$ cat config.mk
export PLATFORM = sky130hd
export DESIGN_NAME = accCore
export DESIGN_NICKNAME = d
export VERILOG_FILES = /design/src/rtl/accPkg.sv /design/src/rtl/accAlu.sv /design/src/rtl/accDatapath.sv /design/src/rtl/accCtrl.sv /design/src/rtl/accCore.sv
export SDC_FILE = /design/constraint.sdc
export NUM_CORES = 1
export LEC_CHECK = 0
export ABC_CLOCK_PERIOD_IN_PS = 16700
export BUFFER_PORTS_ARGS = -buffer_cell sky130_fd_sc_hd__buf_2
export CORE_ASPECT_RATIO = 0.5
export CORE_MARGIN = 5
export CORE_UTILIZATION = 67
export DETAILED_ROUTE_END_ITERATION = 16
export PLACE_DENSITY = 0.88
export SLEW_MARGIN = 20
export SYNTH_ARGS = -nofsm -noshare
export SYNTH_HDL_FRONTEND = slang
export SYNTH_SLANG_ARGS = --single-unit
$ cat constraint.sdc
create_clock -name clk -period 16.7 [get_ports clk]
set_clock_uncertainty 0.15 [all_clocks]
set_input_delay 0.835 -clock clk [delete_from_list [all_inputs] [get_ports clk]]
set_output_delay 0.835 -clock clk [all_outputs]
set_load 0.02 [all_outputs]
$ cat src/rtl/accPkg.sv
`timescale 1ns/1ps
package accPkg;
  localparam int OPC_W = 4;

  typedef enum logic [OPC_W-1:0] {
    OP_STOP = 4'd0,
    OP_LD   = 4'd1,
    OP_ST   = 4'd2,
    OP_ADD  = 4'd3,
    OP_SUB  = 4'd4,
    OP_MULT = 4'd5
  } opcode_e;

  typedef enum logic [1:0] {
    ALU_PASS = 2'd0,
    ALU_ADD  = 2'd1,
    ALU_SUB  = 2'd2,
    ALU_MUL  = 2'd3
  } aluSel_e;

  typedef enum logic [3:0] {
    S_FMAR, S_FRD, S_FIR, S_DEC, S_XMAR, S_XRD, S_XALU, S_XWR, S_HALT
  } state_e;

  // One-cycle transfer strobes from control to datapath
  typedef struct packed {
    logic    marFromPc;
    logic    marFromIr;
    logic    mdrFromMem;
    logic    mdrFromAcc;
    logic    irFromMdr;
    logic    pcInc;
    logic    accLoad;
    aluSel_e aluSel;
  } ctrlStrobes_t;
endpackage

$ cat src/rtl/accAlu.sv
`timescale 1ns/1ps
module accAlu
  import accPkg::*;
#(
  parameter int DATA_W = 16
) (
  input  aluSel_e             sel,
  input  logic [DATA_W-1:0]   accIn,
  input  logic [DATA_W-1:0]   operand,
  output logic [DATA_W-1:0]   result
);
  logic [2*DATA_W-1:0] product;

  assign product = {{DATA_W{1'b0}}, accIn} * {{DATA_W{1'b0}}, operand};

  always_comb begin
    unique case (sel)
      ALU_PASS: result = operand;
      ALU_ADD:  result = accIn + operand;
      ALU_SUB:  result = accIn - operand;
      ALU_MUL:  result = product[DATA_W-1:0];
      default:  result = operand;
    endcase
  end
endmodule

$ cat src/rtl/accDatapath.sv
`timescale 1ns/1ps
module accDatapath
  import accPkg::*;
#(
  parameter int DATA_W = 16,
  localparam int ADDR_W = DATA_W - OPC_W
) (
  input  logic               clk,
  input  logic               rstN,
  input  ctrlStrobes_t       strb,
  input  logic [DATA_W-1:0]  memRdData,
  output logic [ADDR_W-1:0]  marOut,
  output logic [DATA_W-1:0]  mdrOut,
  output logic [OPC_W-1:0]   opcode,
  output logic [ADDR_W-1:0]  pcOut
);
  logic [ADDR_W-1:0] pc;
  logic [ADDR_W-1:0] mar;
  logic [DATA_W-1:0] ir;
  logic [DATA_W-1:0] mdr;
  logic [DATA_W-1:0] acc;
  logic [DATA_W-1:0] aluRes;

  accAlu #(.DATA_W(DATA_W)) alu (
    .sel     (strb.aluSel),
    .accIn   (acc),
    .operand (mdr),
    .result  (aluRes)
  );

  always_ff @(posedge clk or negedge rstN) begin
    if (!rstN) begin
      pc  <= '0;
      mar <= '0;
      ir  <= '0;
      mdr <= '0;
      acc <= '0;
    end else begin
      if (strb.marFromPc)       mar <= pc;
      else if (strb.marFromIr)  mar <= ir[ADDR_W-1:0];
      if (strb.mdrFromMem)      mdr <= memRdData;
      else if (strb.mdrFromAcc) mdr <= acc;
      if (strb.irFromMdr)       ir  <= mdr;
      if (strb.pcInc)           pc  <= pc + ADDR_W'(2);
      if (strb.accLoad)         acc <= aluRes;
    end
  end

  assign marOut = mar;
  assign mdrOut = mdr;
  assign opcode = ir[DATA_W-1 -: OPC_W];
  assign pcOut  = pc;


  pc_step_chk: assert property (@(posedge clk) disable iff (!rstN)
    strb.irFromMdr |=> pc == $past(pc) + ADDR_W'(2));


  src_excl_chk: assert property (@(posedge clk) disable iff (!rstN)
    $onehot0({strb.marFromPc, strb.marFromIr}) && $onehot0({strb.mdrFromMem, strb.mdrFromAcc}));
endmodule

$ cat src/rtl/accCtrl.sv
`timescale 1ns/1ps
module accCtrl
  import accPkg::*;
#(
  parameter int MEM_LAT    = 10,
  parameter int DEC_CYCLES = 2,
  parameter int CNT_W      = 32
) (
  input  logic              clk,
  input  logic              rstN,
  input  logic [OPC_W-1:0]  opcode,
  output ctrlStrobes_t      strb,
  output logic              memReq,
  output logic              memWe,
  output logic              memLast,
  output logic              halted,
  output logic [CNT_W-1:0]  cycleCount
);
  localparam int LAT_MAX = (MEM_LAT > DEC_CYCLES) ? MEM_LAT : DEC_CYCLES;
  localparam int LAT_W   = $clog2(LAT_MAX + 1);
  localparam logic [LAT_W-1:0] MEM_END = LAT_W'(MEM_LAT - 1);
  localparam logic [LAT_W-1:0] DEC_END = LAT_W'(DEC_CYCLES - 1);

  state_e           state, nextState;
  logic [LAT_W-1:0] latCnt;
  logic             timed;
  logic             atEnd;
  logic             isStore;
  logic             isExec;
  aluSel_e          opAlu;

  // Opcode classes
  always_comb begin
    isStore = 1'b0;
    isExec  = 1'b0;
    opAlu   = ALU_PASS;
    case (opcode)
      OP_LD:   isExec = 1'b1;
      OP_ST:   isStore = 1'b1;
      OP_ADD:  begin isExec = 1'b1; opAlu = ALU_ADD; end
      OP_SUB:  begin isExec = 1'b1; opAlu = ALU_SUB; end
      OP_MULT: begin isExec = 1'b1; opAlu = ALU_MUL; end
      default: ;
    endcase
  end

  assign timed = (state == S_FRD) || (state == S_XRD) || (state == S_XWR) || (state == S_DEC);
  assign atEnd = (state == S_DEC) ? (latCnt == DEC_END) : (latCnt == MEM_END);

  always_comb begin
    nextState = state;
    strb      = '0;
    memReq    = 1'b0;
    memWe     = 1'b0;
    memLast   = 1'b0;
    unique case (state)
      S_FMAR: begin
        strb.marFromPc = 1'b1;
        nextState      = S_FRD;
      end
      S_FRD: begin
        memReq  = 1'b1;
        memLast = atEnd;
        if (atEnd) begin
          strb.mdrFromMem = 1'b1;
          nextState       = S_FIR;
        end
      end
      S_FIR: begin
        strb.irFromMdr = 1'b1;
        strb.pcInc     = 1'b1;
        nextState      = S_DEC;
      end
      S_DEC: begin
        if (atEnd) begin
          if (isStore || isExec) nextState = S_XMAR;
          else                   nextState = S_HALT;
        end
      end
      S_XMAR: begin
        strb.marFromIr = 1'b1;
        if (isStore) begin
          strb.mdrFromAcc = 1'b1;
          nextState       = S_XWR;
        end else begin
          nextState = S_XRD;
        end
      end
      S_XRD: begin
        memReq  = 1'b1;
        memLast = atEnd;
        if (atEnd) begin
          strb.mdrFromMem = 1'b1;
          nextState       = S_XALU;
        end
      end
      S_XALU: begin
        strb.accLoad = 1'b1;
        strb.aluSel  = opAlu;
        nextState    = S_FMAR;
      end
      S_XWR: begin
        memReq  = 1'b1;
        memWe   = 1'b1;
        memLast = atEnd;
        if (atEnd) nextState = S_FMAR;
      end
      S_HALT: nextState = S_HALT;
      default: nextState = S_HALT;
    endcase
  end

  always_ff @(posedge clk or negedge rstN) begin
    if (!rstN) begin
      state      <= S_FMAR;
      latCnt     <= '0;
      cycleCount <= '0;
    end else begin
      state <= nextState;
      if (timed && !atEnd) latCnt <= latCnt + LAT_W'(1);
      else                 latCnt <= '0;
      if (state != S_HALT) cycleCount <= cycleCount + CNT_W'(1);
    end
  end

  assign halted = (state == S_HALT);


  req_hold_chk: assert property (@(posedge clk) disable iff (!rstN)
    memReq && !memLast |=> memReq && $stable(memWe));


  last_in_req_chk: assert property (@(posedge clk) disable iff (!rstN)
    memLast |-> memReq);


  halt_quiet_chk: assert property (@(posedge clk) disable iff (!rstN)
    halted |=> halted && !memReq);


  cnt_freeze_chk: assert property (@(posedge clk) disable iff (!rstN)
    halted |=> $stable(cycleCount));
endmodule

$ cat src/rtl/accCore.sv
`timescale 1ns/1ps
module accCore
  import accPkg::*;
#(
  parameter int DATA_W     = 16,
  parameter int MEM_LAT    = 10,
  parameter int DEC_CYCLES = 2,
  parameter int CNT_W      = 32,
  localparam int ADDR_W    = DATA_W - OPC_W
) (
  input  logic              clk,
  input  logic              rstN,
  output logic [ADDR_W-1:0] memAddr,
  output logic [DATA_W-1:0] memWrData,
  input  logic [DATA_W-1:0] memRdData,
  output logic              memReq,
  output logic              memWe,
  output logic              memLast,
  output logic              halted,
  output logic [CNT_W-1:0]  cycleCount
);
  ctrlStrobes_t      strb;
  logic [OPC_W-1:0]  opcode;
  logic [ADDR_W-1:0] pcOut;

  accCtrl #(
    .MEM_LAT    (MEM_LAT),
    .DEC_CYCLES (DEC_CYCLES),
    .CNT_W      (CNT_W)
  ) ctrl (
    .clk        (clk),
    .rstN       (rstN),
    .opcode     (opcode),
    .strb       (strb),
    .memReq     (memReq),
    .memWe      (memWe),
    .memLast    (memLast),
    .halted     (halted),
    .cycleCount (cycleCount)
  );

  accDatapath #(.DATA_W(DATA_W)) dp (
    .clk       (clk),
    .rstN      (rstN),
    .strb      (strb),
    .memRdData (memRdData),
    .marOut    (memAddr),
    .mdrOut    (memWrData),
    .opcode    (opcode),
    .pcOut     (pcOut)
  );


  wdata_stable_chk: assert property (@(posedge clk) disable iff (!rstN)
    memReq && memWe && !memLast |=> $stable(memWrData) && $stable(memAddr));


  fetch_addr_chk: assert property (@(posedge clk) disable iff (!rstN)
    strb.marFromPc |=> memAddr == pcOut);
endmodule

==> results.json, run 1 <==
{
  "status": "completed",
  "async_flop_share_pct": 100,
  "antenna_found_initial": 0,
  "hp-class": "flip-flop to flip-flop",
  "h-tree-depth": 3,
  "slew_viol_final": 0,
  "syn2layout_area_growth_pct": 7.58,
  "drive_gt1_share_pct": 12.0,
  "cts_hold_buf": 0,
  "synth_compound_area_share_pct": 9.56,
  "regArea_mm2": 0.00278,
  "clock_sinks": 111,
  "worstSetupStartpoint": "dp.mdrOut[3]",
  "synth_area_mm2": 0.0100,
  "grt_pass1_wl_mm": 43.5,
  "gp_congestion": 0.985,
  "crit_chain": "nand2_1 > fa_1 > fa_1 > fa_1 > fa_1 > inv_1 > fa_1 > inv_1 > fa_1 > inv_1 > ha_1 > a21oi_1 > nor2_1 > a311o_1 > a31oi_1 > xnor2_1 > a221oi_2 > o21ai_1",
  "avgSynthCellArea_um2": 9.21,
  "yosysUniqueCellTypes": 64,
  "start_util_pct": 68.9,
  "power.density_mw_per_mm2": 58.2,
  "cts_setup_buffers": 0,
  "synthAdderAreaFrac_pct": 25.3,
  "layout_commonest_cell": "nand2_1",
  "finalCritPeriodShare_pct": 38.2,
  "syn-num-nets": 1260,
  "critPathKind": "flip-flop to flip-flop",
  "grt_overflow": 0,
  "placed_cell_area_mm2": 0.0105,
  "dp.cells": 1316,
  "cts_root_buffer": "clkbuf_16",
  "tightest_slew_ns": 0.965,
  "path_common_cell": "fa_1",
  "core_area_mm2": 0.0145,
  "cts_resized": 0,
  "post_layout_nonfiller_instances": 1332,
  "design.die.area_mm2": 0.0177,
  "viasPerCell": 6.11,
  "setup_viol": 0,
  "seq_area_frac_synth_pct": 27.7,
  "setup_slack_ns": 10.32,
  "diodes": 0,
  "fmax_mhz": 157,
  "wl_per_cell_um": 20.0,
  "final_cell_mix": "143 x nand2_1, 129 x inv_1, 111 x dfrtp_1, 84 x xnor2_1, 81 x fa_1",
  "first_iter_violations": 852,
  "fin_area_mm2": 0.0108,
  "power.leakage_nw": 5.27,
  "dp.final_hpwl_mm": 19.1,
  "vias": 8144,
  "fin_util_pct": 74.1,
  "min_from": "dp.pcOut[11]",
  "firstDrtPassIters": 5,
  "synth_xor_area_share_pct": 9.53,
  "slowest_delay_ns": 0.84,
  "ys_warn_count": 0,
  "synth-edff-count": 0,
  "grt_pass1_vias": 8372,
  "worst_path_max_delay_cell": "dfrtp_1",
  "die_w_um": 183,
  "grtUsageTotal_pct": 31.8,
  "clk_pin_slew_ns": 0.08,
  "fill_cells": 1006,
  "cp.required_ns": 16.80,
  "cts_buffer_depth": 2,
  "synth_top_family_by_area": "adder cells",
  "drc_errors": 0,
  "drv_cap": 0,
  "numCtsBuffers": 9,
  "r2r-start": "dp.mdrOut[3]",
  "yosys.area_share.simple_pct": 17.4,
  "critical_path.startpoint_type": "flip-flop",
  "whs_ns": 0.322,
  "grt_start_max_net_pins": 65,
  "drtAntennaViolNets": 0,
  "arrival_ns": 6.47,
  "multi_input_area_mm2": 0.00653,
  "nets": 1301,
  "rsz0062_at_grt": "no",
  "layout_min_cycle_time_ns": 6.38,
  "cp-end-kind": "flip-flop",
  "fp.dieH_um": 96.5,
  "timing.setup.tns_ns": 0,
  "drt_wl_total_mm": 26.7,
  "place_ws_ns": 10.42,
  "irDropWorstVdd_mv": 0.0683,
  "cts_tree": "built",
  "crit_path_max_fanout": 21,
  "io_buffers": 81,
  "timing.slew.headroom_pct": 35.7,
  "synthFlopType": "dfrtp_1",
  "synth_cells": 1088,
  "row_count": 31,
  "io_pins": 82,
  "power_uw": 628,
  "hold_violations": 0,
  "insertion_delay_ns": 0.37,
  "muxShareOfSynthArea_pct": 3.33,
  "ys_seq_elements": 111
}
[final cells by class]
cell class / instances / share of cell area (%)
clock buffer: 10 / 2.12
clock inverter: 6 / 0.580
multi-input combinational: 792 / 60.6
tap: 198 / 2.30
timing repair buffer: 86 / 4.13
inverter: 129 / 4.49
sequential: 111 / 25.8
[report_power, final]
group          internal [mW]  leakage [nW]  switching, mW  total (mW)
Combinational         0.0345          3.71         0.0588      0.0933
Sequential             0.287          1.43         0.0308       0.317
Clock                  0.105         0.136          0.112       0.217
Total                  0.427          5.27          0.201       0.628
[cell usage after synthesis (3+ instances only)]
cell type	n	area, um2
and4_1	4	35.0
nand4_1	6	37.5
a221oi_1	5	43.8
a21oi_1	35	175
xor2_1	25	219
nand3b_1	3	22.5
a21o_1	6	45.0
nand3_1	19	95.1
xnor2_1	84	736
a221o_1	6	60.1
inv_1	129	484
nand2_1	143	537
o21ai_0	27	135
mux2i_1	12	120
clkbuf_1	47	176
nor2_1	63	236
a22oi_1	16	120
and3_1	10	62.6
mux2_2	19	214
buf_6	3	33.8
nor2b_1	9	56.3
nor3_1	9	45.0
nand2b_1	6	37.5
o31ai_1	6	45.0
o21a_1	5	37.5
o211ai_1	6	45.0
a31oi_1	3	18.8
dfrtp_1	111	2780
o21bai_1	3	22.5
fa_1	81	1620
buf_2	4	20.0
ha_1	73	913
and2_1	71	444
[worst paths after layout]
kind                                  endpoint  slack [ns]  cells past startpoint
setup / recovery                    dp.acc[15]       10.32                     18
hold / removal                    dp.pcOut[11]        0.32                      1
setup reg to reg                    dp.acc[15]       10.32                     18
hold reg to reg                   dp.pcOut[11]        0.32                      1
max in group asynchronous             dp.ir[8]       14.79                      2
min in group asynchronous  ctrl.cycleCount[28]        0.35                      1
[state kept, by name (all words and copies together) (netlist names)]
register / cells
ctrl.cycleCount: 32
dp.acc: 16
dp.ir: 16
dp.mdrOut: 16
dp.marOut: 12
dp.pcOut: 11
ctrl.latCnt: 4
ctrl.state: 4
[logic make-up (layout without fill, tap and decap cells)]
group / Yosys count / in the layout
AND/OR/NAND/NOR: 357 / 357
buffers and inverters: 185 / 231
adder cells (fa/ha/maj): 154 / 154
AO/OA/AOI/OAI: 141 / 141
flip-flops: 111 / 111
XOR/XNOR: 109 / 109
multiplexers: 31 / 31
[critical path, delay by kind of cell (launching register included)]
kind                     cells  cell delay (ns)
AO/OA/AOI/OAI                5             1.19
XOR/XNOR                     1             0.12
adder cells (fa/ha/maj)      7             3.48
buffers and inverters        3             0.17
flip-flops                   1             0.84
AND/OR/NAND/NOR              2             0.32
[routing by layer]
| layer | vias up | part of all wire (%) | global-route usage (%) |
|---|---|---|---|
| met5 | - | 0 | 0 |
| met4 | 0 | 3.6 | 12.0 |
| met1 | 3965 | 39 | 41.6 |
| met3 | 100 | 12 | 9.24 |
| met2 | 483 | 45 | 51.1 |
| li1 | 3596 | - | - |
Power figures use the tool's default switching activity.
==> run 2: changes to the inputs <==
--- a/config.mk
+++ b/config.mk
@@ -5,13 +5,14 @@
 export SDC_FILE = /design/constraint.sdc
 export NUM_CORES = 1
 export LEC_CHECK = 0
-export ABC_CLOCK_PERIOD_IN_PS = 16700
+export ABC_AREA = 1
+export ABC_CLOCK_PERIOD_IN_PS = 5300
 export BUFFER_PORTS_ARGS = -buffer_cell sky130_fd_sc_hd__buf_2
 export CORE_ASPECT_RATIO = 0.5
 export CORE_MARGIN = 5
-export CORE_UTILIZATION = 67
+export CORE_UTILIZATION = 56
 export DETAILED_ROUTE_END_ITERATION = 16
-export PLACE_DENSITY = 0.88
+export PLACE_DENSITY = 0.78
 export SLEW_MARGIN = 20
 export SYNTH_ARGS = -nofsm -noshare
 export SYNTH_HDL_FRONTEND = slang
==> constraint.sdc (replaced) <==
create_clock -name clk -period 5.3 [get_ports clk]
set_clock_uncertainty 0.15 [all_clocks]
set_input_delay 0.265 -clock clk [delete_from_list [all_inputs] [get_ports clk]]
set_output_delay 0.265 -clock clk [all_outputs]
set_load 0.02 [all_outputs]
==> results.json, run 2 <==
{
  "r2r-start": "dp.mdrOut[5]",
  "drive_gt1_share_pct": 19.5,
  "multi_input_area_mm2": 0.00673,
  "endpoint": "dp.acc[14]",
  "setup_viol": 5,
  "ff2ff_path_depth": 21,
  "yosysUniqueCellTypes": 43,
  "drt_wl_total_mm": 30.8,
  "worstSetupStartpoint": "dp.mdrOut[5]",
  "die_w_um": 205,
  "synth_top_area_cell": "dfrtp_1",
  "cts_root_buffer": "clkbuf_16",
  "slowest_delay_ns": 0.55,
  "synthFlopType": "dfrtp_1",
  "synth_cells": 1423,
  "syn-num-nets": 1595,
  "nets": 1740,
  "seq_area_frac_synth_pct": 26.1,
  "yosysTopAreaCellShare_pct": 26.1,
  "worst_path_max_delay_cell": "fa_1",
  "dp.final_hpwl_mm": 23.9,
  "largest_register": "ctrl.cycleCount",
  "gp_congestion": 0.936,
  "rsz0062_at_grt": "yes",
  "path_common_cell": "fa_1",
  "wl_met2_mm": 13.8,
  "ys_warn_count": 0,
  "r2r_slack_ns": -0.13,
  "final_cell_mix": "367 x nand2_1, 304 x inv_1, 97 x dfrtp_1, 91 x buf_4, 80 x buf_2",
  "reg2reg_to": "dp.acc[14]",
  "clk_pin_slew_ns": 0.07,
  "cts_tree": "built",
  "synth_commonest_cells": "382 x nand2_1, 324 x inv_1, 111 x dfrtp_1, 81 x fa_1, 73 x ha_1",
  "core_area_mm2": 0.0185,
  "grtUsageTotal_pct": 28.6,
  "critical_path.startpoint_type": "flip-flop",
  "hold_violations": 0,
  "layout_commonest_cell": "nand2_1",
  "diodes": 0,
  "violations": "negative setup slack",
  "io_buffers": 81,
  "cp.required_ns": 5.37,
  "grt_pass1_vias": 9860,
  "timing.slew.headroom_pct": 32.3,
  "viasPerCell": 5.38,
  "arrival_ns": 5.49,
  "vias": 9856,
  "slew_viol_final": 0,
  "fin_util_pct": 68.2,
  "wl_met1_mm": 13.2,
  "grt_pass1_wl_mm": 50.2,
  "cp-end-kind": "flip-flop",
  "row_count": 35,
  "insertion_delay_ns": 0.35,
  "synth_area_mm2": 0.0106,
  "syn2layout_area_growth_pct": 18.9,
  "firstDrtPassIters": 6,
  "status": "finished with violations",
  "avgSynthCellArea_um2": 7.47,
  "wl_met3_mm": 3.09,
  "largest_reg_flops": 32,
  "wl_per_cell_um": 16.8,
  "async_flop_share_pct": 100,
  "numCtsBuffers": 9,
  "fill_cells": 1491,
  "fp.dieH_um": 107,
  "synth.area.top_cells": "dfrtp_1 26%, fa_1 15%, nand2_1 13%",
  "grt_start_max_net_pins": 59,
  "topRoutingLayerUsed": "met4",
  "tightest_slew_ns": 1.01,
  "clock_sinks": 111,
  "start_util_pct": 57.4,
  "antenna_found_initial": 0,
  "h-tree-depth": 3,
  "timing.setup.tns_ns": -0.481,
  "regArea_mm2": 0.00280,
  "drtAntennaViolNets": 0,
  "ys_seq_elements": 111,
  "io_pins": 82,
  "crit_path_max_fanout": 6,
  "critPathKind": "flip-flop to flip-flop",
  "crit_chain": "nand2_2 > inv_2 > fa_1 > inv_2 > fa_1 > inv_1 > fa_1 > fa_1 > fa_1 > inv_1 > fa_1 > inv_2 > ha_4 > buf_4 > a31oi_2 > nand3_2 > buf_6 > o21ai_4 > nand3_2 > o211ai_1 > o21ai_1",
  "drv_cap": 0,
  "finalCritPeriodShare_pct": 102,
  "synth-edff-count": 0,
  "grt_overflow": 0,
  "hp-class": "primary input to flip-flop",
  "cts_buffer_depth": 2,
  "first_iter_violations": 993,
  "yosysMostFrequentCell": "nand2_1",
  "drc_errors": 0,
  "fmax_mhz": 184,
  "layout_min_cycle_time_ns": 5.43,
  "design.die.area_mm2": 0.0220,
  "setup_slack_ns": -0.127
}
==> run 2: metal layers <==
metal	vias to the layer above	track usage [%]
li1	4637	-
met1	4724	39.6
met2	423	46.2
met3	72	6.53
met4	0	6.83
met5	-	0
==> run 2: worst min-delay path by stage <==
stage            startpoint            endpoint  slack, ns  cells after the start
2_1_floorplan          rstN  ctrl.cycleCount[0]      -0.18                      0
3_3_place_gp           rstN         dp.pcOut[8]       0.22                      1
3_5_place_dp           rstN         dp.pcOut[8]       0.22                      1
4_1_cts        memRdData[9]        dp.mdrOut[9]      0.007                      3
5_1_grt        memRdData[9]        dp.mdrOut[9]       0.02                      3
6_report       memRdData[0]        dp.mdrOut[0]      0.005                      3
==> run 2: critical path: cells and delay by family, from the launching register on <==
family,cells,cell delay [ns]
AOI/OAI and AO/OA,4,0.57
adders and majority gates,7,3.27
buffers and inverters,7,0.53
DFF,1,0.46
and+or+nand+nor,3,0.31
==> run 2: metrics by stage <==
stage / cells / worst slack [ns] / cell area, um2 / hold WS, ns
detailed placement: 1786 / -0.263 / 11800 / 0.220
floorplan: 1423 / -0.00765 / 10700 / -0.181
global placement: 1786 / -0.167 / 11800 / 0.216
finish: 1832 / -0.127 / 12600 / 0.00540
CTS: 1826 / -0.0494 / 12400 / 0.00705
global route: 1832 / -0.342 / 12600 / 0.0183
==> run 2: cell families (layout without fill, tap and decap cells) <==
family | after synthesis | in the layout | share of synthesized area (%)
buffers and inverters | 377 | 527 | 13.5
AOI/OAI and AO/OA | 158 | 158 | 8.95
xor gates and xnor gates | 60 | 60 | 4.95
DFF | 111 | 111 | 26.1
and+or+nand+nor | 562 | 562 | 22.5
muxes | 1 | 1 | 0.106
adders and majority gates | 154 | 154 | 23.9
==> run 2: cell type report <==
cell class                      count  share of cell area, %
Clock inverter                      4                  0.297
Sequential cell                   111                   22.1
Multi-Input combinational cell    935                   53.3
Clock buffer                       12                   2.03
Timing Repair Buffer              185                   9.90
Tap cell                          259                   2.57
Inverter                          326                   9.77
==> run 2: timing repair <==
| action | 4_1_cts | 5_1_grt |
|---|---|---|
| endpoints found under the hold margin | 63 | 0 |
| setup buffers | 17 | 6 |
| endpoints found under the setup margin | 5 | 7 |
| gates resized for setup | 45 | 51 |
| pin swaps | 20 | 35 |
| hold buffers | 7 | 0 |
Power of run 2 is left out: the tool's default activity adds up to more than one toggle a clock period on the data nets, which glitch-free logic cannot reach.
==> run 3: changes to the inputs <==
--- a/config.mk
+++ b/config.mk
@@ -7,12 +7,12 @@
 export LEC_CHECK = 0
 export ABC_AREA = 1
 export ABC_CLOCK_PERIOD_IN_PS = 5300
-export BUFFER_PORTS_ARGS = -buffer_cell sky130_fd_sc_hd__buf_2
 export CORE_ASPECT_RATIO = 0.5
 export CORE_MARGIN = 5
-export CORE_UTILIZATION = 56
+export CORE_UTILIZATION = 60
 export DETAILED_ROUTE_END_ITERATION = 16
-export PLACE_DENSITY = 0.78
+export DONT_BUFFER_PORTS = 1
+export PLACE_DENSITY = 0.77
 export SLEW_MARGIN = 20
 export SYNTH_ARGS = -nofsm -noshare
 export SYNTH_HDL_FRONTEND = slang
==> results.json, run 3 (synthesis results as in run 2) <==
{
  "status": "finished with violations",
  "violations": "negative setup slack",
  "viasPerCell": 5.49,
  "drtAntennaViolNets": 0,
  "setup_slack_ns": -0.266,
  "gp_congestion": 0.956,
  "critical_path.startpoint_type": "flip-flop",
  "row_count": 34,
  "cp.required_ns": 5.36,
  "grtUsageTotal_pct": 29.9,
  "rsz0062_at_grt": "yes",
  "tightest_slew_ns": 0.891,
  "crit_chain": "nand2_1 > fa_1 > fa_1 > inv_2 > fa_1 > fa_1 > fa_1 > inv_2 > fa_1 > inv_2 > ha_4 > inv_4 > nor4_4 > nand3_1 > nand3_2 > a21oi_2 > o21ai_2 > nand3_1 > o211ai_1 > o21ai_1",
  "path_depth": 20,
  "wl_per_cell_um": 17.2,
  "layout_min_cycle_time_ns": 5.57,
  "whs_ns": 0.0426,
  "r2r_slack_ns": -0.27,
  "nets": 1672,
  "io_pins": 82,
  "slew_viol_final": 0,
  "clock_sinks": 111,
  "insertion_delay_ns": 0.35,
  "first_iter_violations": 952,
  "crit_family": "adder cells",
  "arrival_ns": 5.63,
  "dp.final_hpwl_mm": 23.0,
  "hp-class": "primary input to flip-flop",
  "finalCritPeriodShare_pct": 105,
  "fp.dieH_um": 104,
  "fmax_mhz": 180,
  "slowest_delay_ns": 0.58,
  "grt_start_max_net_pins": 112,
  "grt_pass1_vias": 9636,
  "largest_register": "ctrl.cycleCount",
  "die_w_um": 198,
  "cts_buffer_depth": 2,
  "critPathKind": "flip-flop to flip-flop",
  "worst_path_max_delay_cell": "dfrtp_1",
  "core_area_mm2": 0.0174,
  "firstDrtPassIters": 5,
  "io_buffers": 0,
  "syn2layout_area_growth_pct": 15.4,
  "r2r-start": "dp.acc[10]",
  "worstSetupStartpoint": "dp.acc[10]",
  "ff2ff_path_depth": 20,
  "crit_path_max_fanout": 6,
  "cts_tree": "built",
  "largest_reg_flops": 32,
  "antenna_found_initial": 1,
  "drive_gt1_share_pct": 14.0,
  "timing.slew.headroom_pct": 40.6,
  "h-tree-depth": 3,
  "design.die.area_mm2": 0.0206,
  "endpoint": "dp.acc[14]",
  "path_buf_inv": 4,
  "cts_root_buffer": "clkbuf_16",
  "setup_viol": 6,
  "cp-end-kind": "flip-flop",
  "drc_errors": 0,
  "vias": 9539,
  "clk_pin_slew_ns": 0.08,
  "grt_pass1_wl_mm": 49.6,
  "start_util_pct": 61.2,
  "place_ws_ns": -0.412,
  "path_common_cell": "fa_1",
  "numCtsBuffers": 9,
  "drv_cap": 0,
  "final_cell_mix": "374 x nand2_1, 308 x inv_1, 102 x dfrtp_1, 89 x buf_4, 77 x fa_1",
  "grt_overflow": 0,
  "drt_wl_total_mm": 29.8,
  "hold_violations": 0,
  "layout_commonest_cell": "nand2_1",
  "diodes": 0,
  "reg2reg_to": "dp.acc[14]"
}
## run 3: cell count changes in the layout (fill, tap and decap cells not counted), sizes merged
cell,previous run,this run
buf,178,101
dlygate4sd3,7,16
clkinv,3,0
bufinv,0,1
inv,327,329
clkbuf,12,10
clkinvlp,0,1
## run 3: area by class of cell
type                            instances  area (um2)
Multi-Input combinational cell        935        6660
Fill cell                            1328        5100
Sequential cell                       111        2790
Tap cell                              234         293
Clock inverter                          5        63.8
Timing Repair Buffer                  117         988
Clock buffer                           10         229
Inverter                              326        1230
## run 3: how the worst min path moves through the flow
| stage | startpoint | to | cells past startpoint |
|---|---|---|---|
| 2_1_floorplan | rstN | ctrl.cycleCount[0] | 0 |
| 3_3_place_gp | rstN | dp.pcOut[4] | 0 |
| 3_5_place_dp | rstN | dp.pcOut[5] | 0 |
| 4_1_cts | memRdData[6] | dp.mdrOut[6] | 2 |
| 5_1_grt | memRdData[6] | dp.mdrOut[6] | 2 |
| 6_report | memRdData[6] | dp.mdrOut[6] | 2 |
## run 3: stage by stage
stage          setup TNS, ns  utilization, %  instances  cell area (um2)
5_1_grt                -2.30            70.6       1738            12300
6_report              -0.911            70.6       1738            12300
4_1_cts               -0.660            69.8       1732            12100
2_1_floorplan       -0.00765               -       1423            10700
3_3_place_gp          -0.766            65.8       1688            11400
3_5_place_dp           -1.72            65.8       1688            11400
## run 3: metal layers
layer / wire length, um / vias to the layer above / track usage (%) / part of all wire, %
met4: 682 / 2 / 7.27 / 2.3
met1: 12900 / 4569 / 42.5 / 43
met3: 2900 / 62 / 6.54 / 9.7
li1: - / 4491 / - / -
met5: 13 / - / 0 / 0.044
met2: 13300 / 415 / 46.8 / 45
## run 3: worst register-to-register path, cell delays in order, from the launching register on
cell and delay [ns]:
dfrtp_1 0.58, nand2_1 0.16, fa_1 0.51, fa_1 0.54, inv_2 0.04, fa_1 0.48, fa_1 0.52, fa_1 0.54
inv_2 0.04, fa_1 0.52, inv_2 0.05, ha_4 0.30, inv_4 0.05, nor4_4 0.24, nand3_1 0.14, nand3_2 0.14
a21oi_2 0.07, o21ai_2 0.07, nand3_1 0.09, o211ai_1 0.12, o21ai_1 0.10
## run 3: what timing repair did
item	in CTS	in global routing
hold buffers	17	0
hold endpoints to repair	126	0
resized for setup	36	32
setup endpoints to repair	6	9
pin swaps	24	33
setup buffers	12	6
Power of run 3 is left out for the same reason.
